===== src/rtl/cmpcond_pkg.sv =====
package cmpcond_pkg;

    typedef enum logic [1:0] {
        FLT_BYPASS  = 2'd0,
        FLT_STEADY  = 2'd1,
        FLT_CONFIRM = 2'd2
    } flt_state_t;

    typedef enum logic {
        DIV_HALT = 1'b0,
        DIV_RUN  = 1'b1
    } div_state_t;

endpackage


===== src/rtl/cmpcond_divider.sv =====
module cmpcond_divider
    import cmpcond_pkg::*;
#(
    parameter int PER_W = 4
) (
    input  logic             clk,
    input  logic             rst_n,
    input  logic             clear,
    input  logic [PER_W-1:0] period,
    output logic             tick
);

    localparam logic [PER_W-1:0] ONE  = PER_W'(1);
    localparam logic [PER_W-1:0] ZERO = '0;

    div_state_t       st_q, st_n;
    logic [PER_W-1:0] cnt_q, cnt_n;
    logic             live;
    logic             at_end;

    assign live   = !clear && (period != ZERO);
    assign at_end = (cnt_q == ZERO);

    // state register
    always_ff @(posedge clk or negedge rst_n) begin
        if (!rst_n) begin
            st_q  <= DIV_HALT;
            cnt_q <= '0;
        end else begin
            st_q  <= st_n;
            cnt_q <= cnt_n;
        end
    end

    // next state and counter
    always_comb begin
        st_n  = st_q;
        cnt_n = cnt_q;
        unique case (st_q)
            DIV_HALT: begin
                cnt_n = period - ONE;
                if (live) begin
                    st_n = DIV_RUN;
                end
            end
            DIV_RUN: begin
                if (!live) begin
                    st_n  = DIV_HALT;
                    cnt_n = period - ONE;
                end else if (at_end) begin
                    cnt_n = period - ONE;
                end else begin
                    cnt_n = cnt_q - ONE;
                end
            end
            default: begin
                st_n  = DIV_HALT;
                cnt_n = '0;
            end
        endcase
    end

    // outputs
    always_comb begin
        tick = 1'b0;
        unique case (st_q)
            DIV_HALT: tick = 1'b0;
            DIV_RUN:  tick = live && at_end;
            default:  tick = 1'b0;
        endcase
    end

endmodule


===== src/rtl/cmpcond_filter.sv =====
module cmpcond_filter
    import cmpcond_pkg::*;
#(
    parameter int CNT_W = 3
) (
    input  logic             clk,
    input  logic             rst_n,
    input  logic             bypass,
    input  logic             tick,
    input  logic             sample,
    input  logic [CNT_W-1:0] need,
    output logic             held
);

    localparam int AW = CNT_W + 1;
    localparam logic [AW-1:0] A_ONE = AW'(1);

    flt_state_t      st_q, st_n;
    logic            held_n;
    logic [AW-1:0]   agree_q, agree_n;
    logic [AW-1:0]   need_x;
    logic [AW-1:0]   agree_inc;
    logic            differs;
    logic            single;

    assign need_x    = {1'b0, need};
    assign agree_inc = agree_q + A_ONE;
    assign differs   = (sample != held);
    assign single    = (need_x == A_ONE);

    // state register
    always_ff @(posedge clk or negedge rst_n) begin
        if (!rst_n) begin
            st_q    <= FLT_BYPASS;
            held    <= 1'b0;
            agree_q <= '0;
        end else begin
            st_q    <= st_n;
            held    <= held_n;
            agree_q <= agree_n;
        end
    end

    // next state
    always_comb begin
        st_n = st_q;
        if (bypass) begin
            st_n = FLT_BYPASS;
        end else begin
            unique case (st_q)
                FLT_BYPASS:  st_n = FLT_STEADY;
                FLT_STEADY: begin
                    if (tick && differs && !single) begin
                        st_n = FLT_CONFIRM;
                    end
                end
                FLT_CONFIRM: begin
                    if (tick && (!differs || (agree_inc >= need_x))) begin
                        st_n = FLT_STEADY;
                    end
                end
                default: st_n = FLT_BYPASS;
            endcase
        end
    end

    // held value and agreement count
    always_comb begin
        held_n  = held;
        agree_n = agree_q;
        if (bypass) begin
            held_n  = 1'b0;
            agree_n = '0;
        end else begin
            unique case (st_q)
                FLT_BYPASS: begin
                    held_n  = 1'b0;
                    agree_n = '0;
                end
                FLT_STEADY: begin
                    if (tick && differs) begin
                        if (single) begin
                            held_n = sample;
                        end else begin
                            agree_n = A_ONE;
                        end
                    end
                end
                FLT_CONFIRM: begin
                    if (tick) begin
                        if (!differs) begin
                            agree_n = '0;
                        end else if (agree_inc >= need_x) begin
                            held_n  = sample;
                            agree_n = '0;
                        end else begin
                            agree_n = agree_inc;
                        end
                    end
                end
                default: begin
                    held_n  = 1'b0;
                    agree_n = '0;
                end
            endcase
        end
    end

endmodule


===== src/rtl/cmpcond_edges.sv =====
module cmpcond_edges (
    input  logic clk,
    input  logic rst_n,
    input  logic level,
    input  logic rise_clr,
    input  logic fall_clr,
    input  logic rise_ie,
    input  logic fall_ie,
    output logic rise_flag,
    output logic fall_flag,
    output logic irq
);

    logic prev_q;
    logic up, down;

    assign up   = level && !prev_q;
    assign down = !level && prev_q;

    always_ff @(posedge clk or negedge rst_n) begin
        if (!rst_n) begin
            prev_q    <= 1'b0;
            rise_flag <= 1'b0;
            fall_flag <= 1'b0;
        end else begin
            prev_q    <= level;
            rise_flag <= up || (rise_flag && !rise_clr);
            fall_flag <= down || (fall_flag && !fall_clr);
        end
    end

    assign irq = (rise_flag && rise_ie) || (fall_flag && fall_ie);

endmodule


===== src/rtl/cmpout_cond.sv =====
module cmpout_cond #(
    parameter int CNT_W = 3,
    parameter int PER_W = 4
) (
    input  logic             clk,
    input  logic             rst_n,
    input  logic             strobe,
    input  logic             raw,
    input  logic             en,
    input  logic             inv,
    input  logic             win_en,
    input  logic             samp_ext,
    input  logic [CNT_W-1:0] filt_cnt,
    input  logic [PER_W-1:0] filt_per,
    input  logic             out_sel,
    input  logic             rise_ie,
    input  logic             fall_ie,
    input  logic             rise_clr,
    input  logic             fall_clr,
    output logic             pad_out,
    output logic             cond_out,
    output logic             rise_flag,
    output logic             fall_flag,
    output logic             irq
);

    localparam logic [CNT_W-1:0] CNT_OFF = '0;

    logic pol;
    logic win_q;
    logic strobe_q;
    logic cnt_off;
    logic div_clear;
    logic flt_bypass;
    logic div_tick;
    logic ext_tick;
    logic flt_tick;
    logic flt_held;
    logic flt_out;

    assign pol        = raw ^ inv;
    assign cnt_off    = (filt_cnt == CNT_OFF);
    assign div_clear  = !en || (!samp_ext && cnt_off);
    assign flt_bypass = !en || cnt_off;

    // window latch and strobe history
    always_ff @(posedge clk or negedge rst_n) begin
        if (!rst_n) begin
            win_q    <= 1'b0;
            strobe_q <= 1'b0;
        end else begin
            strobe_q <= strobe;
            if (strobe) begin
                win_q <= pol;
            end
        end
    end

    assign pad_out  = en && (win_en ? win_q : pol);
    assign ext_tick = strobe && !strobe_q;
    assign flt_tick = samp_ext ? ext_tick : div_tick;

    cmpcond_divider #(.PER_W(PER_W)) u_div (
        .clk    (clk),
        .rst_n  (rst_n),
        .clear  (div_clear),
        .period (filt_per),
        .tick   (div_tick)
    );

    cmpcond_filter #(.CNT_W(CNT_W)) u_flt (
        .clk    (clk),
        .rst_n  (rst_n),
        .bypass (flt_bypass),
        .tick   (flt_tick),
        .sample (pad_out),
        .need   (filt_cnt),
        .held   (flt_held)
    );

    assign flt_out  = cnt_off ? pad_out : flt_held;
    assign cond_out = en && (out_sel ? pad_out : flt_out);

    cmpcond_edges u_edge (
        .clk       (clk),
        .rst_n     (rst_n),
        .level     (cond_out),
        .rise_clr  (rise_clr),
        .fall_clr  (fall_clr),
        .rise_ie   (rise_ie),
        .fall_ie   (fall_ie),
        .rise_flag (rise_flag),
        .fall_flag (fall_flag),
        .irq       (irq)
    );

endmodule


===== config.mk =====
export PLATFORM = sky130hd
export DESIGN_NAME = cmpout_cond
export DESIGN_NICKNAME = d
export VERILOG_FILES = /design/src/rtl/cmpcond_pkg.sv /design/src/rtl/cmpcond_divider.sv /design/src/rtl/cmpcond_filter.sv /design/src/rtl/cmpcond_edges.sv /design/src/rtl/cmpout_cond.sv
export SDC_FILE = /design/constraint.sdc
export NUM_CORES = 1
export LEC_CHECK = 0
export ABC_AREA = 1
export BUFFER_PORTS_ARGS = -buffer_cell sky130_fd_sc_hd__buf_2
export CAP_MARGIN = 20
export CORE_UTILIZATION = 49
export DETAILED_ROUTE_END_ITERATION = 7
export HOLD_SLACK_MARGIN = 0.02
export PLACE_DENSITY = 0.82
export SLEW_MARGIN = 20
export SYNTH_ARGS = -nofsm -noshare
export SYNTH_HDL_FRONTEND = slang
export SYNTH_HIERARCHICAL = 1
export SYNTH_SLANG_ARGS = --single-unit

===== constraint.sdc =====
create_clock -name clk -period 1.6 [get_ports clk]
set_input_delay 0.08 -clock clk [delete_from_list [all_inputs] [get_ports clk]]
set_output_delay 0.08 -clock clk [all_outputs]
set_load 0.05 [all_outputs]

# Yosys cells after proc, flatten, opt, wreduce, memory -nomap -nowiden

Index checks and enable logic that the tools add are counted.

Register bits: 17
Bits of input ports: 20
Output and inout port bits: 5
Logic and storage cells: 93

Add/sub/neg operators: 3
$lt $le $gt $ge: 1
Eq/ne operators: 12
Muxes and demuxes: 27
Bitwise operators: 2
Reductions and logical operators: 38

Operators with widths:

| operator                                                                 | count |
|---|---|
| 4-bit two-way mux                                                        | 8 |
| 3-bit by 2-bit inequality test with 1-bit output (second input constant) | 7 |
| 4-bit case mux with 2 select lines                                       | 2 |
| 1-bit logical AND                                                        | 15 |
| 1-bit two-way mux                                                        | 11 |
| 1-bit logical NOT                                                        | 10 |
| 4-bit by 1-bit subtractor with 4-bit output (second input constant)      | 2 |
| 1-bit logical OR                                                         | 6 |
| 2-bit two-way mux                                                        | 3 |
| 2-bit case mux with 3 select lines                                       | 1 |
| 5-bit AND reduction                                                      | 1 |
| 4-bit by 1-bit adder with 4-bit output (second input constant)           | 1 |
| 4-bit by 3-bit greater-or-equal comparator with 1-bit output             | 1 |
| 4-bit logical NOT                                                        | 1 |
| 1-bit case mux with 2 select lines                                       | 2 |
| 4-bit nonzero test                                                       | 1 |
| 3-bit by 1-bit == test with 1-bit output (second input constant)         | 1 |
| 3-bit logical NOT                                                        | 1 |
| 3-bit inequality test (second input constant)                            | 1 |
| 3-bit AND reduction                                                      | 1 |
| 2-bit by 1-bit == test with 1-bit output (second input constant)         | 1 |
| 2-bit == test (second input constant)                                    | 1 |
| 2-bit logical NOT                                                        | 1 |
| 2-bit AND reduction                                                      | 1 |
| other kinds (3)                                                          | 3 |

# Longest topological paths before layout

Depth in word-level cells: 13
Gate-level depth with buffers: 15

# Hierarchy

The synthesis kept the hierarchy.

Modules (own cells, without submodules):

| module          | instances | cells an instance | area an instance (um^2) |
|---|---|---|---|
| cmpcond_filter  | 1         | 99                | 648.1 |
| cmpcond_divider | 1         | 44                | 356.6 |
| cmpout_cond     | 1         | 27                | 167.7 |
| cmpcond_edges   | 1         | 16                | 123.9 |

# Worst setup path before layout

OpenSTA, ideal clock, no wires.

Kind: register -> register
Start: register win_q
End: register u_flt.st_q[0]
Setup time: 117 ps
Data arrival time: 1593 ps
Path slack: -109 ps
Stages on the path, launching flop included: 14
Buffers on the path: 0
Path through: dfrtp_1 -> inv_1 -> a21boi_2 -> nand2_1 -> inv_1 -> inv_1 -> nand2_1 -> nand2_1 -> nand2_1 -> nand3_2 -> nand2_4 -> inv_4 -> nand3_1 -> nand2_1

Word-level cells in the longest chain between the ends: 8
Elaborated cells on any way between the ends: 11
Those cells by class: eq/ne: 3; mux: 1; reduce/logical: 7

RTL lines:

| item                                                              | line                 | source |
|---|---|---|
| from (decl)                                                       | cmpout_cond.sv:30    | `logic win_q;` |
| from (signal assigned)                                            | cmpout_cond.sv:54    | `win_q <= pol;` |
| 1-bit two-way mux (*)                                             | cmpout_cond.sv:59    | `assign pad_out = en && (win_en ? win_q : pol);` |
| 1-bit logical AND (*)                                             | cmpout_cond.sv:59    |  |
| net pad_out                                                       | cmpout_cond.sv:20    | `output logic pad_out,` |
| 1-bit inequality test (*)                                         | cmpcond_filter.sv:28 | `assign differs = (sample != held);` |
| 1-bit logical NOT                                                 | cmpcond_filter.sv:58 | `if (tick && (!differs \|\| (agree_inc >= need_x))) begin` |
| 1-bit logical OR                                                  | cmpcond_filter.sv:58 |  |
| 1-bit logical AND                                                 | cmpcond_filter.sv:58 |  |
| 3-bit by 2-bit inequality test with 1-bit output (no source line) | n/a                  |  |
| 2-bit AND reduction (no source line) (*)                          | n/a                  |  |
| to (signal assigned)                                              | cmpcond_filter.sv:38 | `st_q <= st_n;` |
| to (decl)                                                         | cmpcond_filter.sv:18 | `flt_state_t st_q, st_n;` |

The timed path passes the listed nets; every way through them passes the cells marked *.
A chain may end at the register's enable or synchronous reset.

# Worst setup path in the final report

Start: register u_div.cnt_q[1]
End: register u_flt.st_q[1]

Word-level cells in the longest chain between the ends: 8
Elaborated cells on any way between the ends: 10
Those cells by class: eq/ne: 2; mux: 2; reduce/logical: 6

RTL lines:

| item                                                              | line                  | source |
|---|---|---|
| from (decl)                                                       | cmpcond_divider.sv:17 | `logic [PER_W-1:0] cnt_q, cnt_n;` |
| from (signal assigned)                                            | cmpcond_divider.sv:31 | `cnt_q <= cnt_n;` |
| 4-bit logical NOT (*)                                             | cmpcond_divider.sv:22 | `assign at_end = (cnt_q == ZERO);` |
| 1-bit logical AND (*)                                             | cmpcond_divider.sv:68 | `DIV_RUN: tick = live && at_end;` |
| 1-bit case mux with 2 select lines (*)                            | cmpcond_divider.sv:66 | `unique case (st_q)` |
| net div_tick                                                      | cmpout_cond.sv:35     | `logic div_tick;` |
| 1-bit two-way mux (*)                                             | cmpout_cond.sv:61     | `assign flt_tick = samp_ext ? ext_tick : div_tick;` |
| net flt_tick                                                      | cmpout_cond.sv:37     | `logic flt_tick;` |
| 1-bit logical AND (2 in a row)                                    | cmpcond_filter.sv:53  | `if (tick && differs && !single) begin` |
| 3-bit by 2-bit inequality test with 1-bit output (no source line) | n/a                   |  |
| 2-bit AND reduction (no source line) (*)                          | n/a                   |  |

Marked as above.

==> metrics.yaml <==
route.detailed.drc: 0
final_util: 0.716
synth_cell_types: 26
peakVddDrop_mv: 0.703
die-height_um: 53.4
setup_slack_ns: -0.127
cts_max_path_buffers: 2
synth_edf_count: 0
critPathArrivalTime_ns: 1.92
power_density_nw_per_um2: 763
drtIter0Drc: 33
area_delta_synth_final_pct: 36.9
grt-ovfl-total: 0
fin_cells: 266
io_pins: 25
fp-row-count: 18
ys.flop_type: "dfrtp_1"
dieArea_um2: 2860
path_clk_slew_ns: 0.11
p_leak_nw: 0.992
synth-async-reset-ratio: 1.00
track_usage: 0.232
final_antenna_net_count: 0
io_buffers: 24
finalHoldViolCount: 0
clock-sinks: 17
synth_fp_nets: 215
synth_seq_cells: 17
end_kind: "flop"
wl_mm: 2.82
drive_above_1_share: 0.386
drt_pre_antenna_iters: 4
cp.required_ns: 1.80
maxCapViolations: 0
synthTopCellsByCount: "59 x nand2_1, 37 x inv_1, 17 x dfrtp_1, 17 x nor2_1"
cts_tree: "yes"
synth_area_um2: 1300
ys_warn_count: 6
slew_headroom: 0.741
hold_slack_ns: 0.0490
hpwlAfterDp_mm: 2.14
period_minus_slack_ns: 1.73
place_congestion: 0.811
htree_levels: 1
setup_viol: 7
rsz0062_at_grt: "yes"
status: "finished, violations left"
start_kind: "flop"
dp.cells: 252
yosysSeqAreaShare: 0.328
grt_antenna_before_repair: 0
crit_path_max_fanout: 4
vias_per_cell: 4.76
fin_total_pwr_mw: 1.35
cts_root_buffer: "clkbuf_4"
syn_inst: 186
pre_cts_ws_ns: -0.175
max_freq_ghz: 0.579
hold_class: "input port to flop"
synth.largest_area_cell: "dfrtp_1"
maxSlewViolCount: 0
clk_latency_ns: 0.31
wire_per_inst_um: 10.6
violations: "negative setup slack"
crit_type: "flop to flop"
worst_slew_pin_slew_ns: 0.388
grt_start_max_net_pins: 18
core_um2: 2480
yosysMostFrequentCell: "nand2_1"
cts_made_buffers: 3
syn_avg_cell_area_um2: 6.97
synth.top_cells.by_area: "dfrtp_1 33%, nand2_1 17%, inv_1 11%"
fin_nets: 266
grt_pass1_wl_mm: 4.55
n_antenna_cell: 0
vias: 1267
period_share: 1.08
initial_core_util: 0.523
skew_ns: 0.0127
grt_pass1_vias: 1087
fp.dieW_um: 53.4
synth_top_area_share: 0.328
-- repair_timing --
action,4_1_cts,5_1_grt
endpoints found under the setup margin,7,8
pin swaps,17,14
resized for setup,7,21
endpoints found under the hold margin,21,0
hold buffers,4,0
setup buffers,6,0
-- path summary, 6_finish.rpt --
| check | start | endpoint | slack, ns | cells past startpoint |
|---|---|---|---|---|
| worst max-delay path | u_div/cnt_q[1] | u_flt/st_q[1] | -0.13 | 13 |
| worst min-delay path | inv | win_q | 0.05 | 3 |
| worst max register to register | u_div/cnt_q[1] | u_flt/st_q[1] | -0.13 | 13 |
| worst min register to register | u_edge/rise_flag | u_edge/rise_flag | 0.50 | 2 |
| max in group asynchronous | rst_n | u_edge/rise_flag | 1.10 | 2 |
| min in group asynchronous | rst_n | u_div/st_q | 0.21 | 2 |
-- cell families after synthesis --
family | after synthesis | share of synthesized area
AO/OA/AOI/OAI | 7 | 0.0396
adder cells (fa/ha/maj) | 9 | 0.0869
AND/OR/NAND/NOR | 105 | 0.385
buffers and inverters | 43 | 0.126
XOR/XNOR | 5 | 0.0338
flip-flops | 17 | 0.328
-- worst max-delay path, stage by stage (launching register included) --
cell     delay, ns
dfrtp_1       0.41
inv_2         0.07
ha_4          0.14
nand2_4       0.06
nor2_4        0.11
inv_2         0.05
o22ai_4       0.18
nor2_4        0.07
nor2_4        0.17
nand2_4       0.10
inv_4         0.08
nand2_2       0.06
nand2_1       0.06
nand2_1       0.06
-- state kept, by name, summed over array words and instances, names as in the netlist --
| register | flops |
|---|---|
| strobe_q | 1 |
| u_div/cnt_q | 4 |
| u_div/st_q | 1 |
| u_edge/fall_flag | 1 |
| u_edge/prev_q | 1 |
| u_edge/rise_flag | 1 |
| u_flt/agree_q | 4 |
| u_flt/held | 1 |
| u_flt/st_q | 2 |
| win_q | 1 |
-- layout make-up --
type	instances	area, um^2
Inverter	43	168
Tap cell	30	37.5
Sequential cell	17	425
Fill cell	203	703
Clock buffer	3	22.5
Clock inverter	1	5.00
Timing Repair Buffer	46	309
Multi-Input combinational cell	126	807
-- power breakdown --
part           total [mW]  internal (mW)  switching [mW]
Clock               0.248         0.0935           0.155
Combinational       0.583          0.244           0.339
Sequential          0.523          0.478          0.0452
Total                1.35          0.815           0.539
-- metal layers --
metal  track usage  up-vias  routed length, um  part of all wire
li1              -      657                  -                 -
met1         0.293      566               1210              0.43
met2         0.356       37               1400              0.50
met3        0.0661        7                148             0.053
met4         0.114        0                 60             0.021
met5             0        -                  0                 0
-- layout by cell type, fill, tap and decap left out, drive strengths merged, types with 3 or more instances in the layout --
cell / synthesis / routed
inv: 43 / 42
nor2: 24 / 24
ha: 9 / 9
xnor2: 4 / 4
dfrtp: 17 / 17
clkbuf: 0 / 3
nand4: 3 / 3
dlygate4sd3: 0 / 4
buf: 0 / 42
nand2: 63 / 63
nand3: 12 / 12
-- through the flow --
stage / instance area, um^2 / TNS (ns)
floorplan: 1310 / -0.0437
global placement: 1560 / -0.292
detailed placement: 1560 / -0.719
CTS: 1700 / -0.683
global route: 1770 / -1.20
finish: 1770 / -0.610
No activity file was read; power rests on OpenSTA's default activity.
